<file path="src/rtl/steer_pkg.sv">
package steer_pkg;
    localparam int NUM_ALU = 3;
    localparam int NUM_FPP = 3;

    typedef enum logic [2:0] {
        OP_INT_GEN    = 3'd0,
        OP_INT_MUL    = 3'd1,
        OP_INT_BITCNT = 3'd2,
        OP_FP_ADD     = 3'd3,
        OP_FP_MUL     = 3'd4,
        OP_FP_LOGIC   = 3'd5,
        OP_FP_MOVE    = 3'd6,
        OP_FP_STORE   = 3'd7
    } op_cls_e;

    // legal floating-point queues per class (bit i = queue i)
    function automatic logic [NUM_FPP-1:0] fp_legal(op_cls_e c);
        case (c)
            OP_FP_ADD:   return 3'b001;
            OP_FP_MUL:   return 3'b010;
            OP_FP_LOGIC: return 3'b011;
            OP_FP_MOVE:  return 3'b111;
            OP_FP_STORE: return 3'b100;
            default:     return 3'b000;
        endcase
    endfunction
endpackage

</file>
<file path="src/rtl/steer_fifo.sv">
module steer_fifo #(
    parameter int W     = 16,
    parameter int DEPTH = 12,
    localparam int PW   = $clog2(DEPTH),
    localparam int CW   = $clog2(DEPTH + 1)
) (
    input  logic          clk,
    input  logic          rst_n,
    input  logic          push,
    input  logic [W-1:0]  push_data,
    input  logic          pop_ready,
    output logic          out_valid,
    output logic [W-1:0]  out_data,
    output logic [CW-1:0] count
);
    typedef struct packed {
        logic [PW-1:0] head;
        logic [PW-1:0] tail;
        logic [CW-1:0] cnt;
    } fifo_st_t;

    fifo_st_t st_d, st_q;
    logic [W-1:0] mem_q [DEPTH];
    logic push_ok, pop;

    function automatic logic [PW-1:0] wrap_inc(logic [PW-1:0] p);
        return (p == PW'(DEPTH - 1)) ? '0 : p + 1'b1;
    endfunction

    always_comb begin
        st_d    = st_q;
        push_ok = push && (st_q.cnt != CW'(DEPTH));
        pop     = (st_q.cnt != '0) && pop_ready;
        if (push_ok) st_d.tail = wrap_inc(st_q.tail);
        if (pop)     st_d.head = wrap_inc(st_q.head);
        if (push_ok && !pop)      st_d.cnt = st_q.cnt + 1'b1;
        else if (pop && !push_ok) st_d.cnt = st_q.cnt - 1'b1;
    end

    always_ff @(posedge clk) begin
        if (!rst_n) st_q <= '0;
        else        st_q <= st_d;
    end

    always_ff @(posedge clk) begin
        if (push_ok) mem_q[st_q.tail] <= push_data;
    end

    assign out_valid = (st_q.cnt != '0);
    assign out_data  = mem_q[st_q.head];
    assign count     = st_q.cnt;
endmodule

</file>
<file path="src/rtl/steer_int_pick.sv">
module steer_int_pick
    import steer_pkg::*;
#(
    localparam int RRW = $clog2(NUM_ALU)
) (
    input  op_cls_e              cls,
    input  logic [RRW-1:0]       rr,
    output logic [NUM_ALU-1:0]   sel
);
    always_comb begin
        case (cls)
            OP_INT_MUL:    sel = NUM_ALU'(1);
            OP_INT_BITCNT: sel = NUM_ALU'(1) << (NUM_ALU - 1);
            OP_INT_GEN:    sel = NUM_ALU'(1) << rr;
            default:       sel = '0;
        endcase
    end
endmodule

</file>
<file path="src/rtl/steer_fp_pick.sv">
module steer_fp_pick
    import steer_pkg::*;
#(
    parameter int DEPTH = 12,
    localparam int CW   = $clog2(DEPTH + 1)
) (
    input  op_cls_e                      cls,
    input  logic [NUM_FPP-1:0][CW-1:0]   cnt,
    output logic [NUM_FPP-1:0]           sel
);
    logic [NUM_FPP-1:0] legal;
    logic [CW-1:0]      best;
    logic [CW-1:0]      free;

    always_comb begin
        legal = fp_legal(cls);
        sel   = '0;
        best  = '0;
        for (int i = 0; i < NUM_FPP; i++) begin
            free = CW'(DEPTH) - cnt[i];
            // strict compare keeps the lower index on a tie
            if (legal[i] && (free > best)) begin
                sel    = '0;
                sel[i] = 1'b1;
                best   = free;
            end
        end
    end
endmodule

</file>
<file path="src/rtl/pipe_steer.sv">
module pipe_steer
    import steer_pkg::*;
#(
    parameter int W     = 16,
    parameter int DEPTH = 12,
    localparam int CW   = $clog2(DEPTH + 1),
    localparam int RRW  = $clog2(NUM_ALU)
) (
    input  logic                 clk,
    input  logic                 rst_n,
    input  logic                 in_valid,
    output logic                 in_ready,
    input  logic [2:0]           in_cls,
    input  logic [W-1:0]         in_data,
    output logic [NUM_ALU-1:0]   alu_valid,
    input  logic [NUM_ALU-1:0]   alu_ready,
    output logic [W-1:0]         alu_data,
    output logic [NUM_FPP-1:0]   fp_valid,
    input  logic [NUM_FPP-1:0]   fp_ready,
    output logic [NUM_FPP*W-1:0] fp_data
);
    typedef struct packed {
        logic [RRW-1:0] rr;
    } top_st_t;

    top_st_t st_d, st_q;
    op_cls_e cls;
    logic    is_fp;
    logic [NUM_ALU-1:0]         int_sel;
    logic [NUM_FPP-1:0]         fp_sel;
    logic [NUM_FPP-1:0][CW-1:0] q_cnt;

    assign cls   = op_cls_e'(in_cls);
    assign is_fp = (in_cls >= 3'd3);

    steer_int_pick u_int_pick (
        .cls (cls),
        .rr  (st_q.rr),
        .sel (int_sel)
    );

    steer_fp_pick #(.DEPTH(DEPTH)) u_fp_pick (
        .cls (cls),
        .cnt (q_cnt),
        .sel (fp_sel)
    );

    for (genvar g = 0; g < NUM_FPP; g++) begin : g_q
        steer_fifo #(.W(W), .DEPTH(DEPTH)) u_q (
            .clk       (clk),
            .rst_n     (rst_n),
            .push      (in_valid && is_fp && fp_sel[g]),
            .push_data (in_data),
            .pop_ready (fp_ready[g]),
            .out_valid (fp_valid[g]),
            .out_data  (fp_data[g*W +: W]),
            .count     (q_cnt[g])
        );
    end

    always_comb begin
        st_d      = st_q;
        in_ready  = is_fp ? (fp_sel != '0) : ((int_sel & alu_ready) != '0);
        alu_valid = (in_valid && !is_fp) ? int_sel : '0;
        alu_data  = in_data;
        if (in_valid && in_ready && cls == OP_INT_GEN)
            st_d.rr = (st_q.rr == RRW'(NUM_ALU - 1)) ? '0 : st_q.rr + 1'b1;
    end

    always_ff @(posedge clk) begin
        if (!rst_n) st_q <= '0;
        else        st_q <= st_d;
    end
endmodule

</file>
<file path="config.mk">
export PLATFORM = sky130hd
export DESIGN_NAME = pipe_steer
export DESIGN_NICKNAME = d
export VERILOG_FILES = /design/src/rtl/steer_pkg.sv /design/src/rtl/steer_fifo.sv /design/src/rtl/steer_int_pick.sv /design/src/rtl/steer_fp_pick.sv /design/src/rtl/pipe_steer.sv
export SDC_FILE = /design/constraint.sdc
export NUM_CORES = 1
export LEC_CHECK = 0
export BUFFER_PORTS_ARGS = -buffer_cell sky130_fd_sc_hd__buf_2
export CAP_MARGIN = 20
export CORE_MARGIN = 2
export CORE_UTILIZATION = 55
export CTS_CLUSTER_DIAMETER = 30
export DETAILED_ROUTE_END_ITERATION = 12
export PLACE_DENSITY = 0.72
export RECOVER_POWER = 100
export REMOVE_ABC_BUFFERS = 1
export SLEW_MARGIN = 20
export SYNTH_ARGS = -nofsm -noshare
export SYNTH_HDL_FRONTEND = slang
export SYNTH_HIERARCHICAL = 1
export SYNTH_SLANG_ARGS = --single-unit
</file>
<file path="constraint.sdc">
create_clock -name clk -period 12.1 [get_ports clk]
set_clock_uncertainty 0.2 [all_clocks]
set_input_delay 2.42 -clock clk [delete_from_list [all_inputs] [get_ports clk]]
set_output_delay 2.42 -clock clk [all_outputs]
set_load 0.02 [all_outputs]
</file>
==> results.sh, run 1 <==
export IMPL_h_tree_levels=3
export IMPL_crit_path_start="in_cls[2]"
export IMPL_dr_total_vias=12990
export IMPL_post_cts_setup_buffer_count=0
export IMPL_critPathMaxFanout=9
export IMPL_cts_hold_buffers=0
export IMPL_cp_arrival_ns=6.31
export IMPL_clk_root_buffer_cell="clkbuf_16"
export IMPL_routabilityCongestion=0.7299
export IMPL_path_clk_slew_ns=0.04
export IMPL_synth_avg_cell_area_um2=19.06
export IMPL_area_growth_synth_to_final_pct=17.85
export IMPL_die_y_um=218.4
export IMPL_max_cap_viol_count=19
export IMPL_ant_nets=0
export IMPL_place_area_um2=26320
export IMPL_post_route_worst_setup_slack_ns=3.172
export IMPL_mappedNetlistArea_um2=25290
export IMPL_groute_usage_overall=0.2325
export IMPL_clock_insertion_delay_at_the_later_pin_of_the_skew_report_ns=0.62
export IMPL_yosysSeqAreaShare=0.7236
export IMPL_clock_tree_buffer_depth=3
export IMPL_placeableCoreArea_um2=45380
export IMPL_grt_antenna_before_repair=0
export IMPL_type_of_the_worst_setup_path="input port to output port"
export IMPL_initial_core_utilization=0.5572
export IMPL_synth_edf_count=576
export IMPL_critical_path_required_ns=9.48
export IMPL_grt_pass1_vias=13750
export IMPL_drc=0
export IMPL_maxClockFrequency_mhz=112.0
export IMPL_timing_max_transition_violations_final=755
export IMPL_final_layout_size_suffix_gt1_frac=0.2272
export IMPL_grt_first_pass_wirelength_um=81350
export IMPL_grt_start_max_net_pins=49
export IMPL_die_width_um=218.4
export IMPL_worst_ir_drop_vdd_mv=0.1259
export IMPL_dp_hpwl_um=28030
export IMPL_synth_seq_cells=626
export IMPL_final_hold_viol_count=0
export IMPL_unrepaired_setup_endpoints_after_global_routing="false"
export IMPL_reg2regPathDepth=26
export IMPL_drt_iter0_markers=1219
export IMPL_fin_nets=1553
export IMPL_n_fill_cell=2948
export IMPL_final_period_minus_worst_setup_slack_ns=8.928
export IMPL_vias_per_cell=5.958
export IMPL_cp_end_kind="output port"
export IMPL_row_cnt=78
export IMPL_critPathBufInv=2
export IMPL_diodes=0
export IMPL_final_period_utilization=0.7378
export IMPL_critical_path_max_stage_delay_ns=0.50
export IMPL_die_area_um2=47710
export IMPL_multiInputGateArea_um2=6299
export IMPL_tritoncts="built"
export IMPL_cellLeakagePower_nw=9.512
export IMPL_reg2reg_slack_ns=5.26
export IMPL_synth_main_ff_cell="edfxtp_1"
export IMPL_cts_buf_count=108
export IMPL_finalSetupViolCount=0
export IMPL_placedCellCount=1977
export IMPL_violations_in_the_final_reports="capacitance limit, slew limit"
export IMPL_post_layout_nonfiller_instances=2180
export IMPL_worstHoldPathCells=2
export IMPL_maxSlewHeadroom=-1.179
export IMPL_synth_distinct_cells=55
export IMPL_hold_path_class="flop to flop"
export IMPL_design_area_um2=29800
export IMPL_rr_endpoint="g_q[1].u_q/count[3]"
export IMPL_pin_count=99
export IMPL_finalHoldWorstSlack_ns=0.3143
export IMPL_initial_drt_pass_iterations=5
export IMPL_wl_um=53950
export IMPL_numPortBuffers=98
export IMPL_critical_path_slowest_cell="a21oi_1"
export IMPL_postCtsResizedCells=0
export IMPL_global_route_congestion_overflow_total=0
export IMPL_worst_pin_slew_ns=3.268
export IMPL_power_per_cell_area_nw_per_um2=222.3
export IMPL_post_synth_inst_count=1327
export IMPL_wl_per_cell_um=24.75
export IMPL_clock_sinks=626
export IMPL_min_from="g_q[2].u_q/st_q[5]"
export IMPL_tns_ns=0
export IMPL_asyncSetResetFlopFracSynth=0
export IMPL_worst_path_cell_chain="clkbuf_1, xnor2_1, mux2i_1, o21a_2, nand2_1, ha_1, nor2b_1, o211ai_1, a21oi_1, mux2_2, ha_1, nor2b_1, o21a_1, o21ai_0, a21oi_1, nor2b_1, nor4_1, a21oi_1, clkbuf_1"
export IMPL_dpl_worst_slack_ns=3.630
export IMPL_timing_hold_worst_endpoint="g_q[2].u_q/st_q[5]"
export IMPL_regToRegStartpoint="g_q[0].u_q/count[0]"
export IMPL_synth_warning_count=6
export IMPL_status="complete, but fails checks"
export IMPL_seqCellArea_um2=18300
export IMPL_startpoint_type="input port"
export IMPL_cpLargestDelayFamily="compound AO/OA/AOI/OAI gates"
layer usage:
| metal | part of all wire | GRT usage |
|---|---|---|
| met4 | 0.031 | 0.1039 |
| met2 | 0.52 | 0.3912 |
| met3 | 0.059 | 0.04245 |
| met1 | 0.39 | 0.2971 |
| met5 | 0 | 0 |
logic make-up after synthesis:
family          count (synthesis)  synth area share
mux                           205            0.1544
flops                         626            0.7236
simple gates                  205           0.03810
fa+ha+maj                      38           0.01969
xor+xnor                       14          0.004849
compound gates                131           0.03389
buf+inv                       108           0.02553
worst min-delay path, delay by kind of cell (launching register included):
kind | cells | cell delay [ns]
AO/OA/AOI/OAI | 1 | 0.05
AND/OR/NAND/NOR | 1 | 0.07
flip-flops | 1 | 0.34
cell usage in the layout (no fill, tap or decap), types with 6 or more instances in the layout:
cell type     n
mux2i_1      60
o21ai_1      29
inv_6         8
dfxtp_1      46
clkinv_1      9
clkbuf_16   111
clkinvlp_4   11
inv_1        24
clkbuf_8     11
ha_1         35
nor3_1        6
a21oi_1      30
a31oi_1       6
o21ai_0      32
nand3_1       7
clkbuf_1    117
o21a_1        8
clkinv_4      8
clkinv_2     16
buf_2        21
nor2b_1       8
and3_1       19
xor2_1        9
bufinv_16    16
nand2b_1      8
nor2_1       40
edfxtp_1    576
mux4_1       12
nand2_1      93
mux4_2      132
Yosys cell counts, types with 4 or more instances:
| master | instances | share of area |
|---|---|---|
| edfxtp_1 | 576 | 0.68 |
| a31oi_1 | 6 | 0.0015 |
| mux4_1 | 12 | 0.012 |
| inv_1 | 24 | 0.0036 |
| dfxtp_1 | 50 | 0.040 |
| and3_1 | 17 | 0.0042 |
| clkbuf_1 | 13 | 0.0019 |
| mux2i_1 | 59 | 0.023 |
| xor2_1 | 9 | 0.0031 |
| o21a_1 | 8 | 0.0024 |
| mux4_2 | 132 | 0.12 |
| a21boi_0 | 4 | 0.0012 |
| buf_1 | 6 | 0.00089 |
| buf_6 | 7 | 0.0031 |
| a21oi_1 | 29 | 0.0057 |
| a211oi_1 | 5 | 0.0015 |
| o21ai_0 | 23 | 0.0046 |
| buf_4 | 34 | 0.010 |
| buf_2 | 18 | 0.0036 |
| and2_1 | 4 | 0.00099 |
| o21ai_1 | 38 | 0.0075 |
| nand2_1 | 92 | 0.014 |
| nor3_1 | 10 | 0.0020 |
| xnor2_1 | 5 | 0.0017 |
| o211ai_1 | 4 | 0.0012 |
| nor2b_1 | 8 | 0.0020 |
| nand3_1 | 7 | 0.0014 |
| nor2_1 | 40 | 0.0059 |
| nand2b_1 | 8 | 0.0020 |
| ha_1 | 35 | 0.017 |
worst max-delay path by stage:
| stage | endpoint | slack [ns] | cells past startpoint |
|---|---|---|---|
| after floorplan | in_ready | 4.17 | 17 |
| after global placement | in_ready | 3.74 | 19 |
| after detailed placement | in_ready | 3.63 | 19 |
| after CTS | in_ready | 3.62 | 19 |
| after global routing | in_ready | 2.73 | 20 |
| final | in_ready | 3.17 | 19 |
flip-flops by register name, indices dropped and copies added, names as in the netlist, named ones only:
| register | cells |
|---|---|
| g_q.u_q/mem_q | 576 |
| st_q | 2 |
| g_q.u_q/st_q | 24 |
| g_q.u_q/count | 12 |
cell type report:
type	count	area share
clock buffer	135	0.09992
clock inverter	68	0.02792
inverter	28	0.003611
multi-input combinational	593	0.2113
sequential	626	0.6141
tap	600	0.02519
timing repair buffer	130	0.01788
stage by stage:
| step | util | total power, W |
|---|---|---|
| detailed placement | 0.5799 | 0.003545 |
| CTS | 0.6638 | 0.006681 |
| global route | 0.6567 | 0.006860 |
| global placement | 0.5798 | 0.003521 |
| floorplan | - | 0.003257 |
| finish | 0.6567 | 0.006624 |
power breakdown:
| part | internal [W] | switching (W) | leakage (nW) | total (W) |
|---|---|---|---|---|
| sequential | 0.00242 | 0.000189 | 5.59 | 0.00261 |
| combinational | 0.000456 | 0.000435 | 2.08 | 0.000892 |
| clock | 0.00209 | 0.00104 | 1.84 | 0.00312 |
| total | 0.00496 | 0.00166 | 9.51 | 0.00662 |
Note: power is estimated with default switching activity, not from simulation.
==> inputs of run 2 (changes only) <==
Settings changed: PLACE_DENSITY 0.72 to 0.75.
Clock period 12.1 ns to 7.3 ns, I/O delays scaled along.
==> results.sh, run 2 (same netlist as run 1, synthesis figures left out) <==
export IMPL_status="complete, but fails checks"
export IMPL_violations_in_the_final_reports="capacitance limit, slew limit"
export IMPL_tritoncts="built"
export IMPL_ant_nets=0
export IMPL_critPathMaxFanout=9
export IMPL_dr_total_vias=13120
export IMPL_seqCellArea_um2=18300
export IMPL_critPathBufInv=2
export IMPL_initial_core_utilization=0.5572
export IMPL_diodes=0
export IMPL_area_growth_synth_to_final_pct=17.76
export IMPL_clock_tree_buffer_depth=3
export IMPL_drt_iter0_markers=1261
export IMPL_p_total_w=0.01093
export IMPL_initial_drt_pass_iterations=5
export IMPL_cts_hold_buffers=0
export IMPL_die_area_um2=47710
export IMPL_cpLargestDelayFamily="compound AO/OA/AOI/OAI gates"
export IMPL_most_common_library_cell_in_the_layout_ignoring_fill_and_taps="edfxtp_1"
export IMPL_numPortBuffers=98
export IMPL_wl_um=55720
export IMPL_worst_pin_slew_ns=3.240
export IMPL_n_fill_cell=2961
export IMPL_h_tree_levels=3
export IMPL_fin_nets=1561
export IMPL_dpl_worst_slack_ns=0.6227
export IMPL_worst_path_cell_chain="buf_2, xnor2_1, mux2i_1, o21a_2, nand2_1, ha_1, nor2b_1, o211ai_1, a21oi_4, nand2_1, o21a_1, ha_1, nor2b_1, o21a_1, o21ai_0, a21oi_1, nor3b_1, nor4_1, a21oi_1, clkbuf_1"
export IMPL_die_width_um=218.4
export IMPL_clock_insertion_delay_at_the_later_pin_of_the_skew_report_ns=0.63
export IMPL_type_of_the_worst_setup_path="input port to output port"
export IMPL_wl_per_cell_um=25.44
export IMPL_grt_antenna_before_repair=0
export IMPL_hold_path_class="flop to flop"
export IMPL_critical_path_max_stage_delay_ns=0.31
export IMPL_cp_arrival_ns=5.15
export IMPL_grt_start_max_net_pins=49
export IMPL_startpoint_type="input port"
export IMPL_worst_ir_drop_vdd_mv=0.2120
export IMPL_design_area_um2=29780
export IMPL_place_area_um2=26370
export IMPL_cts_buf_count=109
export IMPL_postCtsResizedCells=0
export IMPL_final_layout_size_suffix_gt1_frac=0.2277
export IMPL_dp_hpwl_um=29180
export IMPL_cp_end_kind="output port"
export IMPL_cellLeakagePower_nw=9.499
export IMPL_routabilityCongestion=0.7843
export IMPL_final_period_utilization=0.9322
export IMPL_grt_pass1_vias=13690
export IMPL_final_hold_viol_count=0
export IMPL_tns_ns=0
export IMPL_path_clk_slew_ns=0.04
export IMPL_pin_count=99
export IMPL_drc=0
export IMPL_largest_register_ff_count=576
export IMPL_groute_usage_overall=0.2385
export IMPL_clk_root_buffer_cell="clkbuf_16"
export IMPL_power_per_cell_area_nw_per_um2=367.2
export IMPL_critical_path_required_ns=5.64
export IMPL_core_utilization_of_the_finished_layout=0.6562
export IMPL_row_cnt=78
export IMPL_placeableCoreArea_um2=45380
export IMPL_max_cap_viol_count=20
export IMPL_unrepaired_setup_endpoints_after_global_routing="false"
export IMPL_multiInputGateArea_um2=6279
export IMPL_critical_path_slowest_cell="ha_1"
export IMPL_die_y_um=218.4
export IMPL_grt_first_pass_wirelength_um=83280
export IMPL_finalSetupViolCount=0
export IMPL_timing_max_transition_violations_final=763
export IMPL_post_route_worst_setup_slack_ns=0.4950
export IMPL_maxClockFrequency_mhz=147.0
export IMPL_maxSlewHeadroom=-1.163
export IMPL_mostFrequentLayoutCells="edfxtp_1, mux4_2, clkbuf_16, clkbuf_1, nand2_1"
export IMPL_vias_per_cell=5.989
export IMPL_post_cts_setup_buffer_count=0
export IMPL_clock_sinks=626
export IMPL_register_with_the_highest_flop_count="g_q.u_q/mem_q"
export IMPL_final_period_minus_worst_setup_slack_ns=6.805
export IMPL_global_route_congestion_overflow_total=0
[run 2: changes by cell type in the layout (fill, tap and decap cells not counted), sizes merged]
cell      change
buf           +4
bufinv        -1
clkinvlp      +2
clkinv       +10
clkbuf        -5
[run 2: routing by layer]
metal / wire [µm] / vias to the layer above / track usage
li1: - / 5684 / -
met1: 21380 / 6750 / 0.3064
met2: 28590 / 568 / 0.4015
met3: 4086 / 113 / 0.05372
met4: 1663 / 0 / 0.08594
met5: 0 / - / 0
[run 2: worst paths after layout]
path | startpoint | end | slack [ns] | depth (start not counted)
worst max-delay path | in_cls[2] | in_ready | 0.49 | 20
worst min register to register | st_q[1] | st_q[1] | 0.31 | 2
worst max register to register | g_q[0].u_q/count[0] | g_q[1].u_q/count[3] | 1.02 | 26
worst min-delay path | st_q[1] | st_q[1] | 0.31 | 2
[run 2: layout make-up]
type / count / area share
inverter: 28 / 0.003613
timing repair buffer: 137 / 0.01929
sequential: 626 / 0.6146
tap: 600 / 0.02521
clock buffer: 127 / 0.09735
multi-input combinational: 593 / 0.2108
clock inverter: 79 / 0.02912
[run 2: through the flow]
stage / hold slack, ns / instances
2_1_floorplan: 0.2687 / 1247
3_3_place_gp: 0.2947 / 1984
3_5_place_dp: 0.3086 / 1984
4_1_cts: 0.3144 / 2190
5_1_grt: 0.3338 / 2190
6_report: 0.3137 / 2190
[run 2: worst min-delay path, delay by kind of cell, from the launching register on]
kind / cells / cell delay, ns
multiplexers: 1 / 0.05
flip-flops: 1 / 0.34
AND/OR/NAND/NOR: 1 / 0.07
[run 2: where the power goes]
| part | total [W] | internal [W] | switching, W | leakage [nW] |
|---|---|---|---|---|
| logic | 0.00150 | 0.000756 | 0.000745 | 2.11 |
| registers | 0.00433 | 0.00401 | 0.000315 | 5.59 |
| clock network | 0.00511 | 0.00337 | 0.00173 | 1.80 |
| total | 0.0109 | 0.00814 | 0.00279 | 9.50 |
==> inputs of run 3 (changes only) <==
Clock period 7.3 ns to 5.6 ns, I/O delays scaled along.
==> results.sh, run 3 (same netlist as run 1, synthesis figures left out) <==
export IMPL_initial_core_utilization=0.5572
export IMPL_netSwitchingFraction=0.2569
export IMPL_wl_per_cell_um=26.11
export IMPL_clock_insertion_delay_at_the_later_pin_of_the_skew_report_ns=0.62
export IMPL_critical_path_cell_count=19
export IMPL_drc=0
export IMPL_numPortBuffers=98
export IMPL_final_period_minus_worst_setup_slack_ns=5.512
export IMPL_wl_um=57960
export IMPL_grt_first_pass_wirelength_um=86150
export IMPL_most_common_library_cell_in_the_layout_ignoring_fill_and_taps="edfxtp_1"
export IMPL_finalSetupViolCount=0
export IMPL_hold_path_class="flop to flop"
export IMPL_type_of_the_worst_setup_path="input port to output port"
export IMPL_cpLargestDelayFamily="compound AO/OA/AOI/OAI gates"
export IMPL_worstHoldPathCells=2
export IMPL_worst_path_cell_chain="buf_8, xnor2_2, mux2i_2, o21a_2, nand2_4, ha_4, nor2b_4, o211ai_1, a21oi_4, mux2_4, ha_2, nor2b_4, o21a_1, o21ai_2, a21oi_4, nor3b_2, nor4_1, a21oi_1, buf_4"
export IMPL_initial_drt_pass_iterations=6
export IMPL_status="complete, but fails checks"
export IMPL_reg2regPathDepth=27
export IMPL_pin_count=99
export IMPL_die_area_um2=47710
export IMPL_cts_buf_count=108
export IMPL_fin_nets=1597
export IMPL_tritoncts="built"
export IMPL_mostFrequentLayoutCells="edfxtp_1, mux4_2, clkbuf_16"
export IMPL_register_with_the_highest_flop_count="g_q.u_q/mem_q"
export IMPL_unrepaired_setup_endpoints_after_global_routing="true"
export IMPL_placeableCoreArea_um2=45380
export IMPL_worst_ir_drop_vdd_mv=0.3148
export IMPL_grt_antenna_before_repair=5
export IMPL_routabilityCongestion=0.7517
export IMPL_tns_ns=0
export IMPL_cp_arrival_ns=4.19
export IMPL_critical_path_max_stage_delay_ns=0.33
export IMPL_final_period_utilization=0.9842
export IMPL_violations_in_the_final_reports="capacitance limit, slew limit"
export IMPL_row_cnt=78
export IMPL_dp_hpwl_um=29880
export IMPL_area_growth_synth_to_final_pct=21.78
export IMPL_clock_tree_buffer_depth=3
export IMPL_startpoint_type="input port"
export IMPL_critPathMaxFanout=5
export IMPL_switching_power_w=0.003758
export IMPL_finalHoldWorstSlack_ns=0.3145
export IMPL_cellLeakagePower_nw=10.09
export IMPL_drt_iter0_markers=1308
export IMPL_power_frac_comb=0.143
export IMPL_design_area_um2=30800
export IMPL_maxClockFrequency_mhz=181.4
export IMPL_grt_pass1_vias=13900
export IMPL_die_width_um=218.4
export IMPL_share_of_total_power_in_sequential_cells=0.385
export IMPL_grt_start_max_net_pins=49
export IMPL_path_clk_slew_ns=0.05
export IMPL_die_y_um=218.4
export IMPL_power_per_cell_area_nw_per_um2=474.9
export IMPL_dr_total_vias=13510
export IMPL_global_route_congestion_overflow_total=0
export IMPL_final_layout_size_suffix_gt1_frac=0.3088
export IMPL_vias_per_cell=6.084
export IMPL_groute_usage_overall=0.2470
export IMPL_max_cap_viol_count=19
export IMPL_p_clk_frac=0.472
export IMPL_worst_pin_slew_ns=1.910
export IMPL_critical_path_required_ns=4.28
export IMPL_largest_register_ff_count=576
export IMPL_internal_power_w=0.01087
export IMPL_timing_max_transition_violations_final=673
export IMPL_h_tree_levels=3
export IMPL_ant_nets=0
export IMPL_clk_root_buffer_cell="clkbuf_16"
export IMPL_maxSlewHeadroom=-0.2732
export IMPL_place_area_um2=26920
export IMPL_clock_sinks=626
export IMPL_critPathBufInv=2
export IMPL_critical_path_slowest_cell="mux2_4"
export IMPL_final_hold_viol_count=0
export IMPL_cp_end_kind="output port"
[run 3: metal layers]
layer / track usage / routed length, µm / vias up
met5: 0 / 7 / -
met4: 0.08503 / 1436 / 2
met3: 0.03939 / 4721 / 105
met2: 0.4191 / 29810 / 667
met1: 0.3276 / 21980 / 6970
li1: - / - / 5763
[run 3: stage by stage]
step | std cells | worst slack [ns] | power, W | utilization
finish | 2220 | 0.08846 | 0.01463 | 0.6786
global route | 2220 | -0.1272 | 0.01511 | 0.6786
CTS | 2217 | 0.009191 | 0.01464 | 0.6779
detailed placement | 2019 | -0.2141 | 0.007714 | 0.5932
global placement | 2019 | -0.01655 | 0.007651 | 0.5932
floorplan | 1247 | -0.3982 | 0.007037 | -
[run 3: layout make-up]
class / count / area [µm²]
diodes: 1 / 2.502
clock buffers: 121 / 2815
clock inverters: 77 / 1025
fillers: 2794 / 14590
inverters: 28 / 110.1
multi-input cells: 593 / 6462
flip-flops and latches: 626 / 18320
well taps: 600 / 750.7
repair buffers: 174 / 1314
[run 3: worst paths after layout]
path	slack, ns	startpoint	endpoint
setup reg to reg	0.50	g_q[0].u_q/count[0]	g_q[0].u_q/count[3]
setup / recovery	0.09	in_cls[2]	in_ready
hold reg to reg	0.31	g_q[0].u_q/st_q[7]	g_q[0].u_q/st_q[7]
hold / removal	0.31	g_q[0].u_q/st_q[7]	g_q[0].u_q/st_q[7]
[run 3: worst register-to-register path, delay by kind of cell, from the launching register on]
family / cells / cell delay [ns]
flops: 1 / 0.45
compound gates: 9 / 1.42
simple gates: 7 / 0.95
xor+xnor: 1 / 0.21
buf+inv: 4 / 0.36
fa+ha+maj: 5 / 1.26
mux: 1 / 0.19
[run 3: power groups by stage]
stage	logic [W]	registers, W	clock network [W]
5_1_grt	0.00225	0.00569	0.00717
4_1_cts	0.00202	0.00566	0.00696
2_1_floorplan	0.00142	0.00561	0
3_3_place_gp	0.00191	0.00574	0
6_report	0.00210	0.00563	0.00690
3_5_place_dp	0.00197	0.00574	0
[run 3: what timing repair did]
item,in CTS,in global routing
hold buffers,0,0
cloned,0,0
buffers inserted,0,2
setup endpoints to repair,1,2
gates resized for setup,3,27
pin swaps,0,16
